===== src/rtl/coh_regblk_pkg.sv =====
// Package: shared offsets and size helpers for the coherency register block.
// Assumes byte offsets of 8 bits and a size code that counts bytes.
package coh_regblk_pkg;

    localparam int unsigned DATA_W  = 32;
    localparam int unsigned ADDR_W  = 8;
    localparam int unsigned SIZE_W  = 3;
    localparam int unsigned LANES   = DATA_W / 8;
    localparam int unsigned LANE_IW = $clog2(LANES);

    localparam logic [ADDR_W-1:0] OFF_CTRL = 8'h00;
    localparam logic [ADDR_W-1:0] OFF_CFG  = 8'h04;
    localparam logic [ADDR_W-1:0] OFF_STAT = 8'h08;

    // Number of bytes an access covers (0 means the size code is illegal)
    function automatic logic [SIZE_W:0] size_bytes(input logic [SIZE_W-1:0] sz);
        case (sz)
            3'd1:    return 4'd1;
            3'd2:    return 4'd2;
            3'd4:    return 4'd4;
            default: return 4'd0;
        endcase
    endfunction

    // True when the size code is legal
    function automatic logic size_legal(input logic [SIZE_W-1:0] sz);
        return size_bytes(sz) != '0;
    endfunction

endpackage


===== src/rtl/coh_lane_enable.sv =====
// Module: per-byte-lane write enables for the status word.
// Purpose: works out which status bytes an access at lane offset `base`
// of the given size covers. Lanes above the top of the word are dropped.
// Assumes: `en` already includes strobe, write and address hit.
module coh_lane_enable
    import coh_regblk_pkg::*;
#(
    parameter int unsigned NLANES = LANES
) (
    input  logic                        en,
    input  logic [SIZE_W-1:0]           size,
    input  logic [$clog2(NLANES)-1:0]   base,
    output logic [NLANES-1:0]           lane_we
);

    localparam int unsigned CNT_W = $clog2(NLANES) + SIZE_W + 1;

    logic [CNT_W-1:0] first_lane;
    logic [CNT_W-1:0] end_lane;

    // Range of covered lanes: [first_lane, end_lane)
    always_comb begin
        first_lane = CNT_W'(base);
        end_lane   = CNT_W'(base) + CNT_W'(size_bytes(size));
    end

    for (genvar j = 0; j < NLANES; j++) begin : g_lane
        // One lane is enabled when it lies inside the covered range
        always_comb begin
            lane_we[j] = en && (CNT_W'(j) >= first_lane) && (CNT_W'(j) < end_lane);
        end
    end

endmodule


===== src/rtl/coh_pwr_status.sv =====
// Module: power-status word with byte-lane merge writes.
// Purpose: each enabled lane j takes write-data byte (j - base). Lanes that
// are not enabled keep their value. Synchronous active-low reset to zero.
// Assumes: lane_we only enables lanes j >= base.
module coh_pwr_status
    import coh_regblk_pkg::*;
#(
    parameter int unsigned NLANES = LANES
) (
    input  logic                        clk,
    input  logic                        rst_n,
    input  logic [NLANES-1:0]           lane_we,
    input  logic [$clog2(NLANES)-1:0]   base,
    input  logic [8*NLANES-1:0]         wdata,
    output logic [8*NLANES-1:0]         status
);

    localparam int unsigned IW = $clog2(NLANES);

    for (genvar j = 0; j < NLANES; j++) begin : g_byte
        logic [IW-1:0] src_idx;
        logic [7:0]    src_byte;

        // Select the write-data byte that lands on this lane
        always_comb begin
            src_idx  = IW'(j) - base;
            src_byte = wdata[8*src_idx +: 8];
        end

        // Hold or replace this status byte
        always_ff @(posedge clk) begin
            if (!rst_n)
                status[8*j +: 8] <= 8'h00;
            else if (lane_we[j])
                status[8*j +: 8] <= src_byte;
        end
    end

endmodule


===== src/rtl/coh_read_mux.sv =====
// Module: read-data selection for the coherency register window.
// Purpose: decodes the byte offset into the value that a read returns.
// Offsets that are not mapped return zero.
// Assumes: NUM_CPU in 1..4.
module coh_read_mux
    import coh_regblk_pkg::*;
#(
    parameter int unsigned NUM_CPU = 1
) (
    input  logic [ADDR_W-1:0] addr,
    input  logic              ctrl,
    input  logic [DATA_W-1:0] status,
    output logic [DATA_W-1:0] rdata
);

    localparam logic [DATA_W-1:0] CPU_MASK = DATA_W'((1 << NUM_CPU) - 1);
    localparam logic [DATA_W-1:0] CFG_WORD = (CPU_MASK << 4) | DATA_W'(NUM_CPU - 1);

    // Offset decode
    always_comb begin
        rdata = '0;
        if (addr == OFF_CTRL)
            rdata = {{(DATA_W-1){1'b0}}, ctrl};
        else if (addr == OFF_CFG)
            rdata = CFG_WORD;
        else if (addr[ADDR_W-1:LANE_IW] == OFF_STAT[ADDR_W-1:LANE_IW])
            rdata = status >> {addr[LANE_IW-1:0], 3'b000};
    end

endmodule


===== src/rtl/coh_regblk.sv =====
// Module: register window of a multicore coherency unit.
// Purpose: holds the enable bit and the power-status word and serves
// registered reads one cycle after the strobe.
// Assumes: one request per strobe cycle and a synchronous active-low reset.
module coh_regblk
    import coh_regblk_pkg::*;
#(
    parameter int unsigned NUM_CPU = 1
) (
    input  logic              clk,
    input  logic              rst_n,
    input  logic              req_valid,
    input  logic              req_write,
    input  logic [7:0]        req_addr,
    input  logic [2:0]        req_size,
    input  logic [31:0]       req_wdata,
    output logic              rsp_valid,
    output logic [31:0]       rsp_rdata
);

    if (NUM_CPU < 1 || NUM_CPU > 4) begin : g_bad_cpu
        $error("coh_regblk: NUM_CPU must be 1..4");
    end

    logic              wr_fire;
    logic              rd_fire;
    logic              stat_hit;
    logic [LANES-1:0]  lane_we;
    logic              ctrl_q;
    logic [DATA_W-1:0] status_q;
    logic [DATA_W-1:0] rd_next;
    logic              rsp_valid_q;
    logic [DATA_W-1:0] rsp_rdata_q;

    // Request qualification
    always_comb begin
        wr_fire  = req_valid && req_write && size_legal(req_size);
        rd_fire  = req_valid && !req_write;
        stat_hit = req_addr[ADDR_W-1:LANE_IW] == OFF_STAT[ADDR_W-1:LANE_IW];
    end

    coh_lane_enable #(.NLANES(LANES)) u_lanes (
        .en      (wr_fire && stat_hit),
        .size    (req_size),
        .base    (req_addr[LANE_IW-1:0]),
        .lane_we (lane_we)
    );

    coh_pwr_status #(.NLANES(LANES)) u_status (
        .clk     (clk),
        .rst_n   (rst_n),
        .lane_we (lane_we),
        .base    (req_addr[LANE_IW-1:0]),
        .wdata   (req_wdata),
        .status  (status_q)
    );

    coh_read_mux #(.NUM_CPU(NUM_CPU)) u_rmux (
        .addr   (req_addr),
        .ctrl   (ctrl_q),
        .status (status_q),
        .rdata  (rd_next)
    );

    // Enable bit: keeps bit 0 of a legal write to the control offset
    always_ff @(posedge clk) begin
        if (!rst_n)
            ctrl_q <= 1'b0;
        else if (wr_fire && req_addr == OFF_CTRL)
            ctrl_q <= req_wdata[0];
    end

    // Registered read response
    always_ff @(posedge clk) begin
        if (!rst_n) begin
            rsp_valid_q <= 1'b0;
            rsp_rdata_q <= '0;
        end else begin
            rsp_valid_q <= rd_fire;
            if (rd_fire)
                rsp_rdata_q <= rd_next;
        end
    end

    assign rsp_valid = rsp_valid_q;
    assign rsp_rdata = rsp_rdata_q;

endmodule


===== config.mk =====
export PLATFORM = sky130hd
export DESIGN_NAME = coh_regblk
export DESIGN_NICKNAME = d
export VERILOG_FILES = /design/src/rtl/coh_regblk_pkg.sv /design/src/rtl/coh_lane_enable.sv /design/src/rtl/coh_pwr_status.sv /design/src/rtl/coh_read_mux.sv /design/src/rtl/coh_regblk.sv
export SDC_FILE = /design/constraint.sdc
export NUM_CORES = 1
export LEC_CHECK = 0
export BUFFER_PORTS_ARGS = -buffer_cell sky130_fd_sc_hd__buf_2
export CAP_MARGIN = 20
export CORE_ASPECT_RATIO = 1.25
export CORE_UTILIZATION = 58
export DETAILED_ROUTE_END_ITERATION = 16
export GPL_TIMING_DRIVEN = 0
export PLACE_DENSITY = 0.84
export SLEW_MARGIN = 20
export SYNTH_ARGS = -nofsm -noshare
export SYNTH_HDL_FRONTEND = slang
export SYNTH_SLANG_ARGS = --single-unit

===== constraint.sdc =====
create_clock -name clk -period 10.4 [get_ports clk]
set_clock_uncertainty 0.05 [all_clocks]
set_input_delay 2.6 -clock clk [delete_from_list [all_inputs] [get_ports clk]]
set_output_delay 2.6 -clock clk [all_outputs]
set_load 0.03 [all_outputs]

==> results of run 1 <==
per-layer routing:
layer / vias to the layer above / wire length [um]
li1: 1551 / -
met1: 1661 / 4090
met2: 204 / 5372
met3: 31 / 703
met4: 0 / 265
met5: - / 0
path summary, 6_finish.rpt:
| check | from | slack (ps) | endpoint | depth (start not counted) |
|---|---|---|---|---|
| worst max-delay path | req_addr[0] | 4620 | u_status.status[23]$_SDFFE_PN0P_ | 11 |
| worst min-delay path | u_status.status[0]$_SDFFE_PN0P_ | 410 | u_status.status[0]$_SDFFE_PN0P_ | 2 |
| worst max register to register | u_status.status[4]$_SDFFE_PN0P_ | 9090 | rsp_rdata[4]$_SDFFE_PN0P_ | 4 |
| worst min register to register | u_status.status[0]$_SDFFE_PN0P_ | 410 | u_status.status[0]$_SDFFE_PN0P_ | 2 |
flip-flops by register name (all words and copies together), names as in the netlist:
name and count:
ctrl_q 1, u_status.status 32, rsp_valid 1, rsp_rdata 32
critical path, cell delays in order:
cell and delay [ps]:
buf_2 120, clkbuf_1 200, clkbuf_1 570, buf_2 430, inv_1 110, ha_1 290
clkbuf_1 380, buf_1 600, mux4_2 410, mux2i_1 150, nor2_1 60
layout make-up:
type	instances	area, um2
buffer	28	112.6
clock buffer	10	137.6
multi-input combinational	268	2370
inverter	7	26.28
timing repair buffer	78	390.4
sequential	66	1321
tap	85	106.4
fill	447	1684
clock inverter	6	137.6
cells in the mapped netlist, types with 2 or more instances:
library cell,n
mux4_2,32
clkbuf_1,16
mux2_2,8
a22oi_1,30
nand2_1,35
inv_1,7
nor3_1,2
nor3b_1,3
nand2b_1,2
o2111ai_2,2
buf_1,6
nor2b_1,3
buf_2,6
o21ai_0,17
dfxtp_1,66
nor2_1,59
nor4_4,2
mux2i_1,48
ha_1,5
a311oi_4,2
through the flow:
| stage | std cells | setup slack [ps] | util (%) |
|---|---|---|---|
| global placement | 532 | 4457 | 68.83 |
| CTS | 548 | 4697 | 73.21 |
| floorplan | 369 | 5293 | - |
| finish | 548 | 4621 | 73.21 |
| detailed placement | 532 | 4373 | 68.83 |
| global route | 548 | 4468 | 73.21 |
cell families after synthesis:
group | share of synthesized area, %
muxes | 33.71
buffers and inverters | 3.626
AOI/OAI and AO/OA | 11.66
and+or+nand+nor | 14.11
adders and majority gates | 2.156
DFF | 34.50
xor gates and xnor gates | 0.2287
where the power goes:
| group | internal [mW] | total, mW | switching [mW] |
|---|---|---|---|
| combinational | 0.0368 | 0.0815 | 0.0446 |
| clock | 0.191 | 0.295 | 0.104 |
| sequential | 0.253 | 0.253 | 0.000198 |
| total | 0.481 | 0.629 | 0.149 |
==> qor.yml, run 1 <==
ys_warn_count: 0
most-common-layout-cells: "buf_2 (84), dfxtp_1 (66), nor2_1 (59), mux2i_1 (48), nand2_1 (35)"
die_area_um2: 6934
yosys-top-cells-area: "dfxtp_1 (34%), mux4_2 (19%), mux2i_1 (13%)"
numCtsBuffers: 9
fp-row-count: 32
core-area_um2: 6286
start_util_pct: 60.93
arrival_ps: 5950
synth_largest_area_cell: "dfxtp_1"
post_cts_resized: 0
layout-drive-gt1-share_pct: 32.18
gp_congestion: 0.8528
grt.total_usage_pct: 32.23
dieWidth_um: 74.68
overflow: 0
rsz0062_at_grt: "false"
antenna_left: 0
synth_nets: 422
maxCapViolations: 0
portBuffers: 78
path_max_fanout: 10
die_h_um: 92.85
grt_max_degree: 13
grt-busiest-layer: "met2"
fin_total_pwr_mw: 0.6294
clk_path_buf_depth: 2
outcome: "completed"
holdCritPathClass: "reg2reg"
wirelength_um: 10430
drt_iter0_drc: 307
drc: 0
synth_flop_cell: "dfxtp_1"
p_per_area_nw_per_um2: 136.8
area_growth_pct: 20.16
start_kind: "input pin"
drv_slew: 0
cts.root.buffer_cell: "clkbuf_8"
async_reset_ff_share_pct: 0
vias: 3447
dp_hpwl_um: 7589
timing_hold_violations_final: 0
worstMarginPinSlew_ps: 1052
clock_latency_ps: 340
io_pins: 80
htreeDepth: 3
hold_buffers: 0
grtUsageMet1_pct: 38.48
leakagePower_nw: 1.847
ys_seq_area_share_pct: 34.50
wire_per_inst_um: 19.03
final_area_um2: 4602
fin_crit_sh_pct: 55.57
max_freq_mhz: 173.0
syn_area_um2: 3830
grt_pass1_wl_um: 16390
synth_edf_count: 0
nets: 511
worst_ep_required_time_ps: 10570
cts_sinks: 66
met2_usage_pct: 54.50
vdd_ir_drop_max_mv: 0.1052
postSynthAreaPerCell_um2: 10.38
layout.cells.most_common: "buf_2"
setup_violations: 0
max_slew_margin_pct: 29.31
met3_usage_pct: 6.746
endpoint_kind: "flip-flop"
cts_setup_buffers: 0
synth_top_area_share_pct: 34.50
grt_pass1_vias: 3309
via_per_inst: 6.290
cts.clk_slew.worst_paths_ps: 70
antenna_found_initial: 0
fin_crit_ps: 5779
whs_ps: 411.6
cts_tree: "yes"
fin_setup_tns_ps: 0
place_area_um2: 4327
ys_ff_latch: 66
syn_inst: 369
synth_cell_types: 38
diodes: 0
path_class: "in2reg"
firstDrtPassIters: 5
(Power assumes the default switching activity.)
==> run 2: changes to the inputs <==
--- a/config.mk
+++ b/config.mk
@@ -8,10 +8,10 @@
 export BUFFER_PORTS_ARGS = -buffer_cell sky130_fd_sc_hd__buf_2
 export CAP_MARGIN = 20
 export CORE_ASPECT_RATIO = 1.25
-export CORE_UTILIZATION = 58
+export CORE_UTILIZATION = 55
 export DETAILED_ROUTE_END_ITERATION = 16
 export GPL_TIMING_DRIVEN = 0
-export PLACE_DENSITY = 0.84
+export PLACE_DENSITY = 0.8
 export SLEW_MARGIN = 20
 export SYNTH_ARGS = -nofsm -noshare
 export SYNTH_HDL_FRONTEND = slang
==> constraint.sdc (replaced) <==
create_clock -name clk -period 5.5 [get_ports clk]
set_clock_uncertainty 0.05 [all_clocks]
set_input_delay 1.375 -clock clk [delete_from_list [all_inputs] [get_ports clk]]
set_output_delay 1.375 -clock clk [all_outputs]
set_load 0.03 [all_outputs]
==> qor.yml, run 2 (synthesized netlist as in run 1, its figures left out) <==
antenna_left: 0  # unchanged
dieWidth_um: 76.64  # was 74.68 um
grt_pass1_vias: 3348  # was 3309
layout-drive-gt1-share_pct: 32.18  # unchanged
r2r-end: "rsp_rdata[3]$_SDFFE_PN0P_"  # was rsp_rdata[4]$_SDFFE_PN0P_
rr_worst_depth: 5  # was 4
portBuffers: 78  # unchanged
via_per_inst: 6.251  # was 6.290
fin_total_pwr_mw: 1.130  # was 0.6294 mW
nets: 511  # unchanged
die_h_um: 95.30  # was 92.85 um
path_class: "in2reg"  # unchanged
clk_path_buf_depth: 2  # unchanged
dp_hpwl_um: 7703  # was 7589 um
die_area_um2: 7303  # was 6934 um2
fin_crit_sh_pct: 81.26
drv_slew: 0  # unchanged
cts_tree: "yes"  # unchanged
antenna_found_initial: 0  # unchanged
outcome: "completed"  # unchanged
max_freq_mhz: 223.8
max_slew_margin_pct: 31.05  # was 29.31%
rsz0062_at_grt: "false"  # unchanged
grt.total_usage_pct: 28.94  # was 32.23%
setup_violations: 0  # unchanged
vdd_ir_drop_max_mv: 0.1510  # was 0.1052 mV
cts.clk_slew.worst_paths_ps: 70  # about the same
worst_ep_required_time_ps: 5660  # was 10570 ps
leakagePower_nw: 1.830  # was 1.847 nW
cts.root.buffer_cell: "clkbuf_8"  # unchanged
worstMarginPinSlew_ps: 1026  # was 1052 ps
vias: 3438  # was 3447
endpoint_kind: "flip-flop"  # unchanged
wire_per_inst_um: 18.66  # was 19.03 um
fp-row-count: 33  # was 32
gp_congestion: 0.8741  # was 0.8528
area_growth_pct: 19.31  # was 20.16%
rrSetupSlack_ps: 4190  # was 9090 ps
wirelength_um: 10260  # was 10430 um
timing_hold_violations_final: 0  # unchanged
htreeDepth: 3  # unchanged
fin_crit_ps: 4469
clock_latency_ps: 350  # was 340 ps
start_util_pct: 57.61  # was 60.93%
most-common-layout-cells: "buf_2 (84), dfxtp_1 (66), nor2_1 (59), mux2i_1 (48), nand2_1 (35)"  # unchanged
drc: 0  # unchanged
path_max_fanout: 10  # unchanged
place_area_um2: 4329  # was 4327 um2
firstDrtPassIters: 5  # unchanged
drt_iter0_drc: 246  # was 307
holdCritPathClass: "reg2reg"  # unchanged
fin_setup_tns_ps: 0  # unchanged
numCtsBuffers: 9  # unchanged
cts_setup_buffers: 0  # unchanged
grt_max_degree: 13  # unchanged
io_pins: 80  # unchanged
cts_sinks: 66  # unchanged
layout.cells.most_common: "buf_2"  # unchanged
overflow: 0  # unchanged
arrival_ps: 4630  # was 5950 ps
diodes: 0  # unchanged
endpoint: "u_status.status[1]$_SDFFE_PN0P_"  # was u_status.status[23]$_SDFFE_PN0P_
grt_pass1_wl_um: 15930  # was 16390 um
critPathLaunch: "req_addr[0]"  # unchanged
post_cts_resized: 0  # unchanged
start_kind: "input pin"  # unchanged
r2r_start: "u_status.status[27]$_SDFFE_PN0P_"  # was u_status.status[4]$_SDFFE_PN0P_
p_per_area_nw_per_um2: 247.2  # was 136.8 nW/um2
core-area_um2: 6648  # was 6286 um2
hold_buffers: 0  # unchanged
final_area_um2: 4569  # was 4602 um2
maxCapViolations: 0  # unchanged
[run 2: changes by cell type in the layout (fill, tap and decap cells not counted)]
cell,previous run,this run
inv_6,0,1
clkinv_2,0,2
clkinvlp_4,0,1
bufinv_16,4,3
clkbuf_8,10,9
clkinv_4,2,0
[run 2: metrics by stage]
stage | instances | worst slack (ps) | hold WS, ps | utilization (%)
global placement | 534 | 811.4 | 394.7 | 65.12
global route | 550 | 874.7 | 433.7 | 68.74
floorplan | 369 | 1618 | 383.5 | -
detailed placement | 534 | 761.5 | 404.4 | 65.12
CTS | 550 | 1089 | 414.6 | 68.74
finish | 550 | 1031 | 416.6 | 68.74
[run 2: how the worst min path moves through the flow]
| stage | slack [ps] | cells after the start | end | from |
|---|---|---|---|---|
| floorplan | 380 | 2 | u_status.status[4]$_SDFFE_PN0P_ | u_status.status[4]$_SDFFE_PN0P_ |
| global placement | 390 | 2 | u_status.status[0]$_SDFFE_PN0P_ | u_status.status[0]$_SDFFE_PN0P_ |
| detailed placement | 400 | 2 | u_status.status[2]$_SDFFE_PN0P_ | u_status.status[2]$_SDFFE_PN0P_ |
| CTS | 410 | 2 | u_status.status[2]$_SDFFE_PN0P_ | u_status.status[2]$_SDFFE_PN0P_ |
| global route | 430 | 2 | u_status.status[3]$_SDFFE_PN0P_ | u_status.status[3]$_SDFFE_PN0P_ |
| finish | 420 | 2 | u_status.status[5]$_SDFFE_PN0P_ | u_status.status[5]$_SDFFE_PN0P_ |
[run 2: power by group]
group / total [mW] / switching [mW] / internal (mW)
clock: 0.498 / 0.198 / 0.301
combinational: 0.153 / 0.0832 / 0.0695
sequential: 0.479 / 0.000326 / 0.478
[run 2: worst max-delay path, cell delays in order]
cell and delay, ps:
buf_2 130, clkbuf_1 230, clkbuf_1 540, buf_2 420, inv_1 110, ha_1 290
clkbuf_1 380, buf_1 560, mux4_2 420, nand2_1 100, mux2i_1 80
[run 2: metal layers]
layer | wire length, um | vias up | GRT usage, %
li1 | - | 1550 | -
met1 | 4035 | 1682 | 32.25
met2 | 5220 | 167 | 52.18
met3 | 587 | 39 | 4.593
met4 | 418 | 0 | 17.95
met5 | 0 | - | 0
[run 2: final cells by class]
type / count / area (um2)
clock inverter: 7 / 116.4
tap: 87 / 108.9
inverter: 7 / 26.28
buffer: 28 / 112.6
multi-input combinational: 268 / 2370
clock buffer: 9 / 123.9
fill: 537 / 2078
timing repair buffer: 78 / 390.4
sequential: 66 / 1321
